### config.mk
export PLATFORM = sky130hd
export DESIGN_NAME = ci_dual_slot_ctrl
export DESIGN_NICKNAME = d
export VERILOG_FILES = /design/src/rtl/ci_pkg.sv /design/src/rtl/ci_regs.sv /design/src/rtl/ci_ctrl.sv /design/src/rtl/ci_dual_slot_ctrl.sv
export SDC_FILE = /design/constraint.sdc
export NUM_CORES = 1
export LEC_CHECK = 0
export ABC_AREA = 1
export BUFFER_PORTS_ARGS = -buffer_cell sky130_fd_sc_hd__buf_4
export CAP_MARGIN = 0
export CORE_MARGIN = 2
export CORE_UTILIZATION = 35
export DETAILED_ROUTE_END_ITERATION = 8
export PLACE_DENSITY = 0.66
export SYNTH_ARGS = -nofsm -noshare
export SYNTH_HDL_FRONTEND = slang
export SYNTH_SLANG_ARGS = --single-unit
### constraint.sdc
create_clock -name clk -period 4.85 [get_ports clk]
set_input_delay 0.485 -clock clk [delete_from_list [all_inputs] [get_ports clk]]
set_output_delay 0.485 -clock clk [all_outputs]
set_load 0.03 [all_outputs]
### src/rtl/ci_pkg.sv
package ci_pkg;
  localparam int REG_AW = 3;
  localparam int NSLOT = 2;

  localparam logic [REG_AW-1:0] REG_IRQ   = 3'd0;
  localparam logic [REG_AW-1:0] REG_CTRL2 = 3'd1;
  localparam logic [REG_AW-1:0] REG_ALO   = 3'd2;
  localparam logic [REG_AW-1:0] REG_AHI   = 3'd3;
  localparam logic [REG_AW-1:0] REG_DATA  = 3'd4;
  localparam logic [REG_AW-1:0] REG_BUS   = 3'd5;

  // bus control bit positions; per-slot fields sit at base - slot
  localparam int BUS_SLOT = 7;
  localparam int BUS_IO   = 6;
  localparam int BUS_RST  = 5;
  localparam int BUS_TS   = 3;
  localparam int BUS_DET  = 1;
  // second control register; per-slot fields sit at base + slot
  localparam int C2_TSOUT = 4;
  localparam int C2_TUNER = 2;

  typedef struct packed {
    logic             regWr;
    logic             regRd;
    logic             accStart;
    logic             accCap;
    logic [NSLOT-1:0] rstClr;
  } ctrlStrb_t;

  typedef enum logic [1:0] {H_IDLE, H_STROBE, H_WAIT, H_ACK} hostSt_t;
endpackage

### src/rtl/ci_regs.sv
module ci_regs
  import ci_pkg::*;
(
  input  logic              clk,
  input  logic              rstN,
  input  ctrlStrb_t         strb,
  input  logic [REG_AW-1:0] hostAddr,
  input  logic [7:0]        hostWdata,
  input  logic [7:0]        camDataIn,
  input  logic [NSLOT-1:0]  camDetN,
  output logic [7:0]        rdataQ,
  output logic [14:0]       camAddr,
  output logic [7:0]        camDataOut,
  output logic              slotSel,
  output logic              ioSel,
  output logic [NSLOT-1:0]  rstStart,
  output logic [NSLOT-1:0]  tsRouteEn,
  output logic [NSLOT-1:0]  tsOutEn,
  output logic [NSLOT-1:0]  tunerRstN,
  output logic              irqOut
);
  logic [6:0]       addrLo, addrHi;
  logic [NSLOT-1:0] rstBit, presReg;
  logic             irqEn, irqPend;
  logic [7:0]       wrData, busVal, ctrl2Val, muxVal;
  logic             presChg;

  assign presChg    = (presReg != camDetN);
  assign camAddr    = {addrHi, addrLo, 1'b0};
  assign camDataOut = wrData;
  assign irqOut     = irqPend;

  for (genvar s = 0; s < NSLOT; s++) begin : g_start
    assign rstStart[s] = strb.regWr && (hostAddr == REG_BUS)
                         && hostWdata[BUS_RST-s] && !rstBit[s];
  end

  always_comb begin
    busVal = '0;
    busVal[BUS_SLOT] = slotSel;
    busVal[BUS_IO]   = ioSel;
    ctrl2Val = '0;
    for (int s = 0; s < NSLOT; s++) begin
      busVal[BUS_RST-s]     = rstBit[s];
      busVal[BUS_TS-s]      = tsRouteEn[s];
      busVal[BUS_DET-s]     = presReg[s];
      ctrl2Val[C2_TSOUT+s]  = tsOutEn[s];
      ctrl2Val[C2_TUNER+s]  = tunerRstN[s];
    end
    case (hostAddr)
      REG_IRQ:   muxVal = {6'b0, irqPend, irqEn};
      REG_CTRL2: muxVal = ctrl2Val;
      REG_ALO:   muxVal = {addrLo, 1'b0};
      REG_AHI:   muxVal = {1'b0, addrHi};
      REG_BUS:   muxVal = busVal;
      default:   muxVal = '0;
    endcase
  end

  always_ff @(posedge clk or negedge rstN) begin
    if (!rstN) begin
      addrLo <= '0; addrHi <= '0; slotSel <= 1'b0; ioSel <= 1'b0;
      rstBit <= '0; tsRouteEn <= '0; tsOutEn <= '0; tunerRstN <= '1;
      presReg <= '1; irqEn <= 1'b0; irqPend <= 1'b0;
      wrData <= '0; rdataQ <= '0;
    end else begin
      presReg <= camDetN;
      if (strb.regWr) begin
        case (hostAddr)
          REG_IRQ:   irqEn <= hostWdata[0];
          REG_ALO:   addrLo <= hostWdata[7:1];
          REG_AHI:   addrHi <= hostWdata[6:0];
          REG_CTRL2:
            for (int s = 0; s < NSLOT; s++) begin
              tsOutEn[s]   <= hostWdata[C2_TSOUT+s];
              tunerRstN[s] <= hostWdata[C2_TUNER+s];
            end
          REG_BUS: begin
            slotSel <= hostWdata[BUS_SLOT];
            ioSel   <= hostWdata[BUS_IO];
            for (int s = 0; s < NSLOT; s++) tsRouteEn[s] <= hostWdata[BUS_TS-s];
          end
          default: ;
        endcase
      end
      for (int s = 0; s < NSLOT; s++) begin
        if (rstStart[s])          rstBit[s] <= 1'b1;
        else if (strb.rstClr[s])  rstBit[s] <= 1'b0;
      end
      if (strb.accStart) wrData <= hostWdata;
      if (presChg && irqEn) irqPend <= 1'b1;
      else if (strb.regRd && hostAddr == REG_IRQ) irqPend <= 1'b0;
      if (strb.regRd)       rdataQ <= muxVal;
      else if (strb.accCap) rdataQ <= camDataIn;
    end
  end

  for (genvar s = 0; s < NSLOT; s++) begin : g_chk

    rst_clear_chk: assert property (@(posedge clk) disable iff (!rstN)
      strb.rstClr[s] |-> rstBit[s]);
  end


  irq_enable_chk: assert property (@(posedge clk) disable iff (!rstN)
    $rose(irqPend) |-> $past(irqEn));
endmodule

### src/rtl/ci_ctrl.sv
module ci_ctrl
  import ci_pkg::*;
#(
  parameter int STROBE_CYC = 4,
  parameter int RST_CYC    = 1000
) (
  input  logic              clk,
  input  logic              rstN,
  input  logic              hostReq,
  input  logic              hostWe,
  input  logic [REG_AW-1:0] hostAddr,
  input  logic              slotSel,
  input  logic              ioSel,
  input  logic [NSLOT-1:0]  camRdy,
  input  logic [NSLOT-1:0]  rstStart,
  output ctrlStrb_t         strb,
  output logic              hostAck,
  output logic              hostBusy,
  output logic [NSLOT-1:0]  camCeN,
  output logic              camRdN,
  output logic              camWrN,
  output logic              camIoSel,
  output logic              camDataOe,
  output logic [NSLOT-1:0]  camRst
);
  localparam int SCW = $clog2(STROBE_CYC + 1);
  localparam int RCW = $clog2(RST_CYC + 1);
  localparam logic [1:0] R_IDLE = 2'd0, R_PULSE = 2'd1, R_WAIT = 2'd2;

  hostSt_t          st;
  logic [SCW-1:0]   sCnt;
  logic             weQ, onBus, isData;
  logic [NSLOT-1:0] rstClrV;

  assign isData   = (hostAddr == REG_DATA);
  assign onBus    = (st == H_STROBE) || (st == H_WAIT);
  assign hostAck  = (st == H_ACK);
  assign hostBusy = (st != H_IDLE);
  assign camCeN   = onBus ? ~(NSLOT'(1) << slotSel) : '1;
  assign camRdN   = !(onBus && !weQ);
  assign camWrN   = !(onBus && weQ);
  assign camDataOe = onBus && weQ;
  assign camIoSel = ioSel;

  always_comb begin
    strb.regWr    = (st == H_IDLE) && hostReq && hostWe && !isData;
    strb.regRd    = (st == H_IDLE) && hostReq && !hostWe && !isData;
    strb.accStart = (st == H_IDLE) && hostReq && isData;
    strb.accCap   = (st == H_WAIT) && camRdy[slotSel] && !weQ;
    strb.rstClr   = rstClrV;
  end

  always_ff @(posedge clk or negedge rstN) begin
    if (!rstN) begin
      st <= H_IDLE; sCnt <= '0; weQ <= 1'b0;
    end else begin
      case (st)
        H_IDLE:
          if (hostReq) begin
            weQ <= hostWe;
            if (isData) begin
              st   <= H_STROBE;
              sCnt <= SCW'(STROBE_CYC - 1);
            end else st <= H_ACK;
          end
        H_STROBE:
          if (sCnt == '0) st <= H_WAIT;
          else sCnt <= sCnt - 1'b1;
        H_WAIT:  if (camRdy[slotSel]) st <= H_ACK;
        default: st <= H_IDLE;
      endcase
    end
  end

  for (genvar s = 0; s < NSLOT; s++) begin : g_rst
    logic [1:0]     ph;
    logic [RCW-1:0] rCnt;
    always_ff @(posedge clk or negedge rstN) begin
      if (!rstN) begin
        ph <= R_IDLE; rCnt <= '0;
      end else begin
        case (ph)
          R_IDLE:
            if (rstStart[s]) begin
              ph   <= R_PULSE;
              rCnt <= RCW'(RST_CYC - 1);
            end
          R_PULSE:
            if (rCnt == '0) ph <= R_WAIT;
            else rCnt <= rCnt - 1'b1;
          R_WAIT:  if (camRdy[s]) ph <= R_IDLE;
          default: ph <= R_IDLE;
        endcase
      end
    end
    assign camRst[s]  = (ph == R_PULSE);
    assign rstClrV[s] = (ph == R_WAIT) && camRdy[s];
  end


  ce_onehot_chk: assert property (@(posedge clk) disable iff (!rstN)
    $countones(~camCeN) <= 1);

  strobe_ce_chk: assert property (@(posedge clk) disable iff (!rstN)
    (!camRdN || !camWrN) |-> (camCeN != '1));

  ack_pulse_chk: assert property (@(posedge clk) disable iff (!rstN)
    hostAck |=> !hostAck);

  wait_hold_chk: assert property (@(posedge clk) disable iff (!rstN)
    (st == H_WAIT && !camRdy[slotSel]) |=> (st == H_WAIT));
endmodule

### src/rtl/ci_dual_slot_ctrl.sv
module ci_dual_slot_ctrl
  import ci_pkg::*;
#(
  parameter int STROBE_CYC = 4,
  parameter int RST_CYC    = 1000
) (
  input  logic        clk,
  input  logic        rstN,
  input  logic        hostReq,
  input  logic        hostWe,
  input  logic [2:0]  hostAddr,
  input  logic [7:0]  hostWdata,
  output logic [7:0]  hostRdata,
  output logic        hostAck,
  output logic        hostBusy,
  output logic        irqOut,
  output logic [14:0] camAddr,
  output logic [7:0]  camDataOut,
  output logic        camDataOe,
  input  logic [7:0]  camDataIn,
  output logic [1:0]  camCeN,
  output logic        camRdN,
  output logic        camWrN,
  output logic        camIoSel,
  input  logic [1:0]  camRdy,
  input  logic [1:0]  camDetN,
  output logic [1:0]  camRst,
  output logic [1:0]  tsRouteEn,
  output logic [1:0]  tsOutEn,
  output logic [1:0]  tunerRstN
);
  ctrlStrb_t  strb;
  logic       slotSel, ioSel;
  logic [1:0] rstStart;

  ci_regs u_regs (
    .clk, .rstN, .strb, .hostAddr, .hostWdata, .camDataIn, .camDetN,
    .rdataQ(hostRdata), .camAddr, .camDataOut, .slotSel, .ioSel,
    .rstStart, .tsRouteEn, .tsOutEn, .tunerRstN, .irqOut
  );

  ci_ctrl #(.STROBE_CYC(STROBE_CYC), .RST_CYC(RST_CYC)) u_ctrl (
    .clk, .rstN, .hostReq, .hostWe, .hostAddr, .slotSel, .ioSel, .camRdy,
    .rstStart, .strb, .hostAck, .hostBusy, .camCeN, .camRdN, .camWrN,
    .camIoSel, .camDataOe, .camRst
  );
endmodule

# Word level (Yosys, flattened, before mapping)
# Index checks and enable logic that the tools add are counted.
# classes
bitwise_logic	1
shifts	1
reduce_logical	54
muxes	35
order_cmp	1
n_addsub	3
n_eq_ne	26
# op_table
cell	count
10-bit two-way mux	4
10-bit one-hot mux with 2 select lines	2
8-bit one-hot mux with 5 select lines	1
2-bit two-way mux	11
10-bit logical NOT	2
2-bit != test, second input constant	10
10-bit by 1-bit subtractor with 10-bit output, second input constant	2
1-bit logical AND	19
2-bit one-hot mux with 3 select lines	3
8-bit two-way mux	2
2-bit nonzero test	8
3-bit AND reduction	5
2-bit AND reduction	6
3-bit two-way mux	3
2-bit equality test, second input constant	4
1-bit two-way mux	8
1-bit logical NOT	7
2-bit by 1-bit equality test with 1-bit output, second input constant	3
3-bit by 2-bit equality test with 1-bit output, second input constant	2
3-bit equality test, second input constant	2
2-bit logical NOT	3
3-bit logical NOT	2
2-bit by 1-bit != test with 1-bit output, second input constant	3
3-bit one-hot mux with 2 select lines	1
8 further kinds	8
# totals
regBits	74
output_inout_bits	48
input_bits	27

# Depth between registers and ports, before layout
# Gate-level depths: netlist of run 1.
# logic_depth
depth_word	9
ltp_mapped	11
depth_no_buf	10

# Hierarchy
# Synthesis of run 1 repeated with hierarchy kept, for this count alone.
# unflattened
hier_cells	516
area_unflattened_um2	4129.0
# by_module_without_submodules
mod	seq_area_each_um2	area_each_um2	n_inst	cells_each
ci_regs	1106.1	2112.0	1	231
ci_ctrl	750.7	2016.9	1	285

# Worst setup path before layout of run 1
# OpenSTA, ideal clock, no wires.
# synth_path
path_kind	flip-flop to output port
startpoint	register u_ctrl.st[0]
endpoint	output port camDataOe
slack_ps	3088
required_ps	4365
stages_incl_launch_ff	5
t_arrival_ps	1277
cell_sequence	dfrtp_1 -> inv_1 -> ha_1 -> nand2_1 -> inv_1
# synth_between
elab_chain_len	3
# synth_lines
item	line	text
from (decl)	ci_ctrl.sv:30	hostSt_t st;
from (signal assigned)	ci_ctrl.sv:55	st <= H_IDLE; sCnt <= '0; weQ <= 1'b0;
from (signal assigned)	ci_ctrl.sv:62	st <= H_STROBE;
from (signal assigned)	ci_ctrl.sv:64	end else st <= H_ACK;
2-bit by 1-bit equality test with 1-bit output or 2-bit equality test (tied branches)	ci_ctrl.sv:36	assign onBus = (st == H_STROBE) || (st == H_WAIT);
1-bit logical OR *	ci_ctrl.sv:36	
1-bit logical AND *	ci_ctrl.sv:42	assign camDataOe = onBus && weQ;
to (decl)	ci_dual_slot_ctrl.sv:19	output logic camDataOe,
# Every way passes the cells marked *; elsewhere a longest branch is shown, timed or not.

# Final worst setup path of run 1
# Same ends and word-level chain as after synthesis.

==> results of run 1 <==
[critical path: stages (launching register included)]
cell and delay (ps):
dfrtp_1 420, inv_1 90, ha_1 370, nand2_1 110, inv_1 40, buf_4 160
[flip-flops by register name (all words and copies together) (netlist names), 3 cells and up]
signal and flops:
u_ctrl.sCnt 3, u_ctrl.g_rst.rCnt 20, u_regs.camDataOut 8, u_regs.addrLo 7
u_ctrl.g_rst.ph 4, u_regs.rdataQ 8, u_regs.addrHi 7
[power by group]
part	internal, µW	leakage [µW]	switching (µW)	total, µW
Clock	507	0.000167	275	782
Combinational	404	0.00146	736	1140
Sequential	814	0.000916	167	982
[cells by family (layout without fill, tap and decap cells)]
logic type	Yosys count	after routing
DFF	74	74
AOI/OAI and AO/OA	87	87
xor gates and xnor gates	6	6
adders and majority gates	11	11
other	1	1
buffers and inverters	70	146
and+or+nand+nor	244	244
[worst paths after layout]
check                      cells past startpoint                                   to                                 from
max in group asynchronous                      1           u_ctrl.sCnt[1]$_DFFE_PN0P_                                 rstN
min                                            1          u_regs.presReg[1]$_DFF_PN1_                           camDetN[1]
max                                            5                            camDataOe             u_ctrl.st[0]$_DFFE_PN0P_
min reg2reg                                    2  u_ctrl.g_rst[1].rCnt[0]$_DFFE_PN0P_  u_ctrl.g_rst[1].rCnt[0]$_DFFE_PN0P_
max reg2reg                                    6     u_regs.camDataOut[1]$_DFFE_PN0P_             u_ctrl.st[0]$_DFFE_PN0P_
min in group asynchronous                      1         u_regs.addrLo[2]$_DFFE_PN0P_                                 rstN
[stage by stage]
| step | cell area [µm²] | power, µW | cells | utilization [%] | worst slack [ps] |
|---|---|---|---|---|---|
| final | 4960 | 2900 | 709 | 45.2 | 2850 |
| after global routing | 4960 | 3050 | 709 | 45.2 | 2740 |
| after CTS | 4960 | 2920 | 709 | 45.2 | 2840 |
| after detailed placement | 4610 | 2130 | 693 | 42.0 | 3020 |
| after global placement | 4610 | 2100 | 693 | 42.0 | 3110 |
| after floorplan | 3980 | 1670 | 493 | - | 3090 |
[Yosys cell counts, drive strengths merged]
| library cell | number | area [µm²] |
|---|---|---|
| a21oi | 10 | 50.1 |
| xnor2 | 1 | 8.76 |
| nand4 | 22 | 138 |
| a31oi | 1 | 6.26 |
| inv | 57 | 216 |
| nand3 | 42 | 253 |
| buf | 12 | 88.8 |
| xor2 | 5 | 43.8 |
| o21ai | 72 | 387 |
| a21boi | 1 | 7.51 |
| or2 | 3 | 18.8 |
| dfrtp | 70 | 1750 |
| nor2 | 44 | 204 |
| o21bai | 1 | 7.51 |
| clkbuf | 1 | 3.75 |
| dfstp | 4 | 105 |
| conb | 1 | 3.75 |
| ha | 11 | 138 |
| nand2 | 128 | 503 |
| a22o | 1 | 8.76 |
| nand3b | 1 | 7.51 |
| nor3 | 4 | 25.0 |
| o211ai | 1 | 7.51 |
[metal layers]
metal	track usage [%]	vias to the layer above	part of all wire, %
met1	21.9	1720	45
met4	4.17	0	0.59
li1	-	1761	-
met5	0	-	0
met3	4.54	8	5.6
met2	26.5	98	48
[area by class of cell]
class / count / share of cell area [%]
Inverter: 57 / 4.36
Multi-Input combinational cell: 349 / 36.6
Sequential cell: 74 / 37.4
Clock buffer: 9 / 4.54
Tap cell: 140 / 3.53
Timing Repair Buffer: 73 / 11.0
Clock inverter: 7 / 2.50
==> impl_metrics.py, run 1 <==
metrics = {
    "synth": {
        "synth_compound_area_share_pct": 11.9,
        "yosysSeqAreaShare_pct": 46.6,
        "yosysWarnings": 0,
        "postSynthAreaPerCell_um2": 8.08,
        "synthCells": 493,
        "netlist_area_mm2": 0.00398,
        "postSynthRegisterBits": 74,
        "synth_xor_area_share_pct": 1.32,
        "synth_simple_gate_area_share_pct": 28.8,
        "synth_top_family_by_area": "simple AND/OR/NAND/NOR gates",
        "synthAdderAreaFrac_pct": 3.46,
        "synth_mux_area_share_pct": 0,
        "synth_fp_nets": 531,
        "synth_cell_types": 38,
    },
    "pwr": {
        "powerDensity_mw_per_mm2": 585,
        "max-vdd-ir-drop_uv": 419,
        "leakagePower_uw": 0.00254,
    },
    "floorplanning": {
        "io_pins": 75,
        "dieHeight_um": 111,
        "coreArea_mm2": 0.0110,
        "die_area_mm2": 0.0122,
        "start_util_pct": 36.3,
        "die_w_um": 111,
        "core.rowCount": 38,
    },
    "clock_network": {
        "htree_num_levels": 3,
        "hold_buffers": 0,
        "clkSinkCount": 74,
        "clk_pin_slew_ps": 60,
        "numCtsBuffers": 9,
        "clk_latency_ps": 330,
        "cts.repair.resized": 0,
        "cts_tree": "built",
        "clockBufferDepth": 2,
        "clk_root_buffer_cell": "clkbuf_16",
        "post_cts_buffers": 0,
    },
    "cells_and_area": {
        "layout-drive-gt1-share_pct": 21.3,
        "fill_cells": 1082,
        "fin_nets": 602,
        "n_antenna_cell": 0,
        "final_common_cell": "nand2_1",
        "seqCellArea_mm2": 0.00186,
        "multiInputGateArea_mm2": 0.00182,
        "final_cell_mix": "nand2_1, buf_4, dfrtp_1, o21ai_0, inv_1",
        "areaGrowthSynthToFinish_pct": 24.6,
    },
    "min_path": {
        "min_path_type": "input pin to flop",
    },
    "timing": {
        "hold_violations": 0,
        "timing.hold.ws_ps": 270,
        "setup-violations-final": 0,
        "slew_viol_final": 0,
        "final.setup.tns_ps": 0,
        "post-route-min-period_ps": 2000,
        "skew_ps": 5.58,
        "fmax_mhz": 501,
        "post-route-period-util_pct": 41.2,
        "worst_pin_slew_ps": 948,
        "slew_headroom_pct": 36.8,
        "rsz0062_at_grt": "no",
    },
    "drt": {
        "totalWireLength_um": 10000,
        "wire_per_inst_um": 14.1,
        "vias": 3587,
        "dr.pass1.iters": 5,
        "ant_nets": 0,
        "drtIter0Drc": 303,
        "drc": 0,
        "via_per_inst": 5.06,
    },
    "job": {
        "maxCapViolations": 0,
    },
    "critical_path": {
        "path_max_fanout": 5,
        "critPathCaptureType": "primary output",
        "setup.worst_path.start_class": "flop",
        "r2r_slack_ps": 2970,
        "worstPathRequired_ps": 4370,
        "cp.arrival_ps": 1510,
        "crit_type": "flop to primary output",
    },
    "placed_design": {
        "hpwl_um": 7270,
        "gp_congestion": 0.909,
        "io_buffer_count": 73,
    },
    "global_routing": {
        "grt_max_degree": 75,
        "grt_pass1_wl_um": 16600,
        "grtUsageTotal_pct": 16.4,
        "first_global_vias": 3416,
        "gr-total-overflow": 0,
        "antenna_found_initial": 0,
    },
    "run_status": {
        "status": "completed",
    },
}
Note: power is estimated with default switching activity, not from simulation.
==> run 2, diff against run 1 <==
Clock period 4.85 ns to 1.9 ns, I/O delays scaled along.
==> impl_metrics.py, run 2 (synthesis results as in run 1) <==
metrics = {
    "global_routing": {
        "first_global_vias": 3381,
        "gr-usage-met3_pct": 4.21,
        "antenna_found_initial": 0,
        "top_usage_layer": "met2",
        "grt_use_met2_pct": 25.9,
        "grt_pass1_wl_um": 16600,
        "grtUsageTotal_pct": 16.5,
        "gr-total-overflow": 0,
        "grt_max_degree": 48,
        "use_met1_pct": 22.8,
    },
    "floorplanning": {
        "die_area_mm2": 0.0122,
        "die_w_um": 111,
        "dieHeight_um": 111,
        "io_pins": 75,
        "start_util_pct": 36.3,
        "coreArea_mm2": 0.0110,
        "core.rowCount": 38,
    },
    "clock_network": {
        "clk_pin_slew_ps": 60,
        "post_cts_buffers": 0,
        "numCtsBuffers": 9,
        "clkSinkCount": 74,
        "clk_root_buffer_cell": "clkbuf_16",
        "cts_tree": "built",
        "clk_latency_ps": 330,
        "clockBufferDepth": 2,
        "htree_num_levels": 3,
    },
    "pwr": {
        "leakagePower_uw": 0.00259,
        "max-vdd-ir-drop_uv": 791,
        "powerDensity_mw_per_mm2": 1480,
    },
    "placed_design": {
        "dpl.cell_count": 697,
        "hpwl_um": 7290,
        "gp_congestion": 0.870,
        "dp_slack_ps": 27.4,
        "io_buffer_count": 73,
    },
    "timing": {
        "setup-violations-final": 0,
        "worst_pin_slew_ps": 507,
        "post-route-period-util_pct": 90.4,
        "slew_viol_final": 0,
        "setup_ws_ps": 183,
        "fmax_mhz": 582,
        "slew_headroom_pct": 66.1,
        "rsz0062_at_grt": "no",
        "post-route-min-period_ps": 1720,
        "skew_ps": 7.73,
        "final.setup.tns_ps": 0,
        "hold_violations": 0,
    },
    "drt": {
        "dr.pass1.iters": 4,
        "vias": 3571,
        "totalWireLength_um": 9950,
        "ant_nets": 0,
        "via_per_inst": 4.99,
        "wire_per_inst_um": 13.9,
        "drtIter0Drc": 200,
        "drc": 0,
    },
    "cells_and_area": {
        "multiInputGateArea_mm2": 0.00182,
        "largest_register": "u_ctrl.g_rst.rCnt",
        "areaGrowthSynthToFinish_pct": 27.0,
        "seqCellArea_mm2": 0.00186,
        "final_util_pct": 46.1,
        "fill_cells": 1070,
        "fin_nets": 609,
        "instances_no_fill": 716,
        "final_common_cell": "nand2_1",
        "final_cell_mix": "nand2_1, buf_4, dfrtp_1, o21ai_0, inv_1",
        "n_antenna_cell": 0,
        "layout-drive-gt1-share_pct": 21.9,
        "largest_reg_flops": 20,
    },
    "critical_path": {
        "cp.arrival_ps": 1980,
        "path_max_fanout": 11,
        "crit_type": "flop to flop",
        "worstPathRequired_ps": 2160,
        "critPathCaptureType": "flop",
        "setup.worst_path.start_class": "flop",
    },
    "job": {
        "maxCapViolations": 0,
    },
    "run_status": {
        "status": "completed",
    },
    "min_path": {
        "min_path_type": "input pin to flop",
    },
}
## run 2: critical path: stages, from the launching register on
cell and delay, ps:
dfrtp_1 420, inv_1 110, ha_1 230, nand2_2 110, nor2_1 130, nand2_2 150
inv_2 160, o21ai_0 170, a21oi_1 170
## run 2: cell type report
class	instances	share of cell area, %
Sequential cell	74	36.7
Multi-Input combinational cell	349	36.1
Timing Repair Buffer	80	12.3
Clock buffer	10	4.53
Inverter	57	4.28
Tap cell	140	3.46
Clock inverter	6	2.72
## run 2: routing by layer
layer	share of wire (%)	up-vias
met5	0	-
met4	0.84	0
met3	4.7	6
met2	47	92
met1	47	1701
li1	-	1772
## run 2: repair_timing
action	4_1_cts	5_1_grt
setup endpoints to repair	0	11
endpoints found under the hold margin	25	0
gates resized for setup	0	3
hold buffers	3	0
## run 2: worst paths after layout
path	depth (start not counted)	start	slack [ps]	end
max	8	u_ctrl.st[1]$_DFFE_PN0P_	180	u_regs.rdataQ[2]$_DFFE_PN0P_
min in group asynchronous	2	rstN	320	u_regs.camDataOut[2]$_DFFE_PN0P_
min	3	hostWdata[7]	80	u_regs.slotSel$_DFFE_PN0N_
max reg2reg	8	u_ctrl.st[1]$_DFFE_PN0P_	180	u_regs.rdataQ[2]$_DFFE_PN0P_
max in group asynchronous	3	rstN	1000	u_ctrl.sCnt[2]$_DFFE_PN0P_
min reg2reg	1	u_ctrl.g_rst[1].rCnt[8]$_DFFE_PN0P_	480	u_ctrl.g_rst[1].rCnt[8]$_DFFE_PN0P_
## run 2: metrics by stage
| step | cell area [µm²] | total power (µW) | hold slack [ps] |
|---|---|---|---|
| 6_report | 5060 | 7480 | 78.0 |
| 5_1_grt | 5060 | 7910 | 126 |
| 4_1_cts | 5050 | 7540 | 72.5 |
| 3_5_place_dp | 4660 | 5430 | 141 |
| 3_3_place_gp | 4660 | 5340 | 139 |
| 2_1_floorplan | 3980 | 4250 | -106 |
## run 2: power breakdown
group          internal (µW)  switching [µW]
sequential              2080             403
clock                   1420             657
combinational           1040            1880
total                   4550            2940
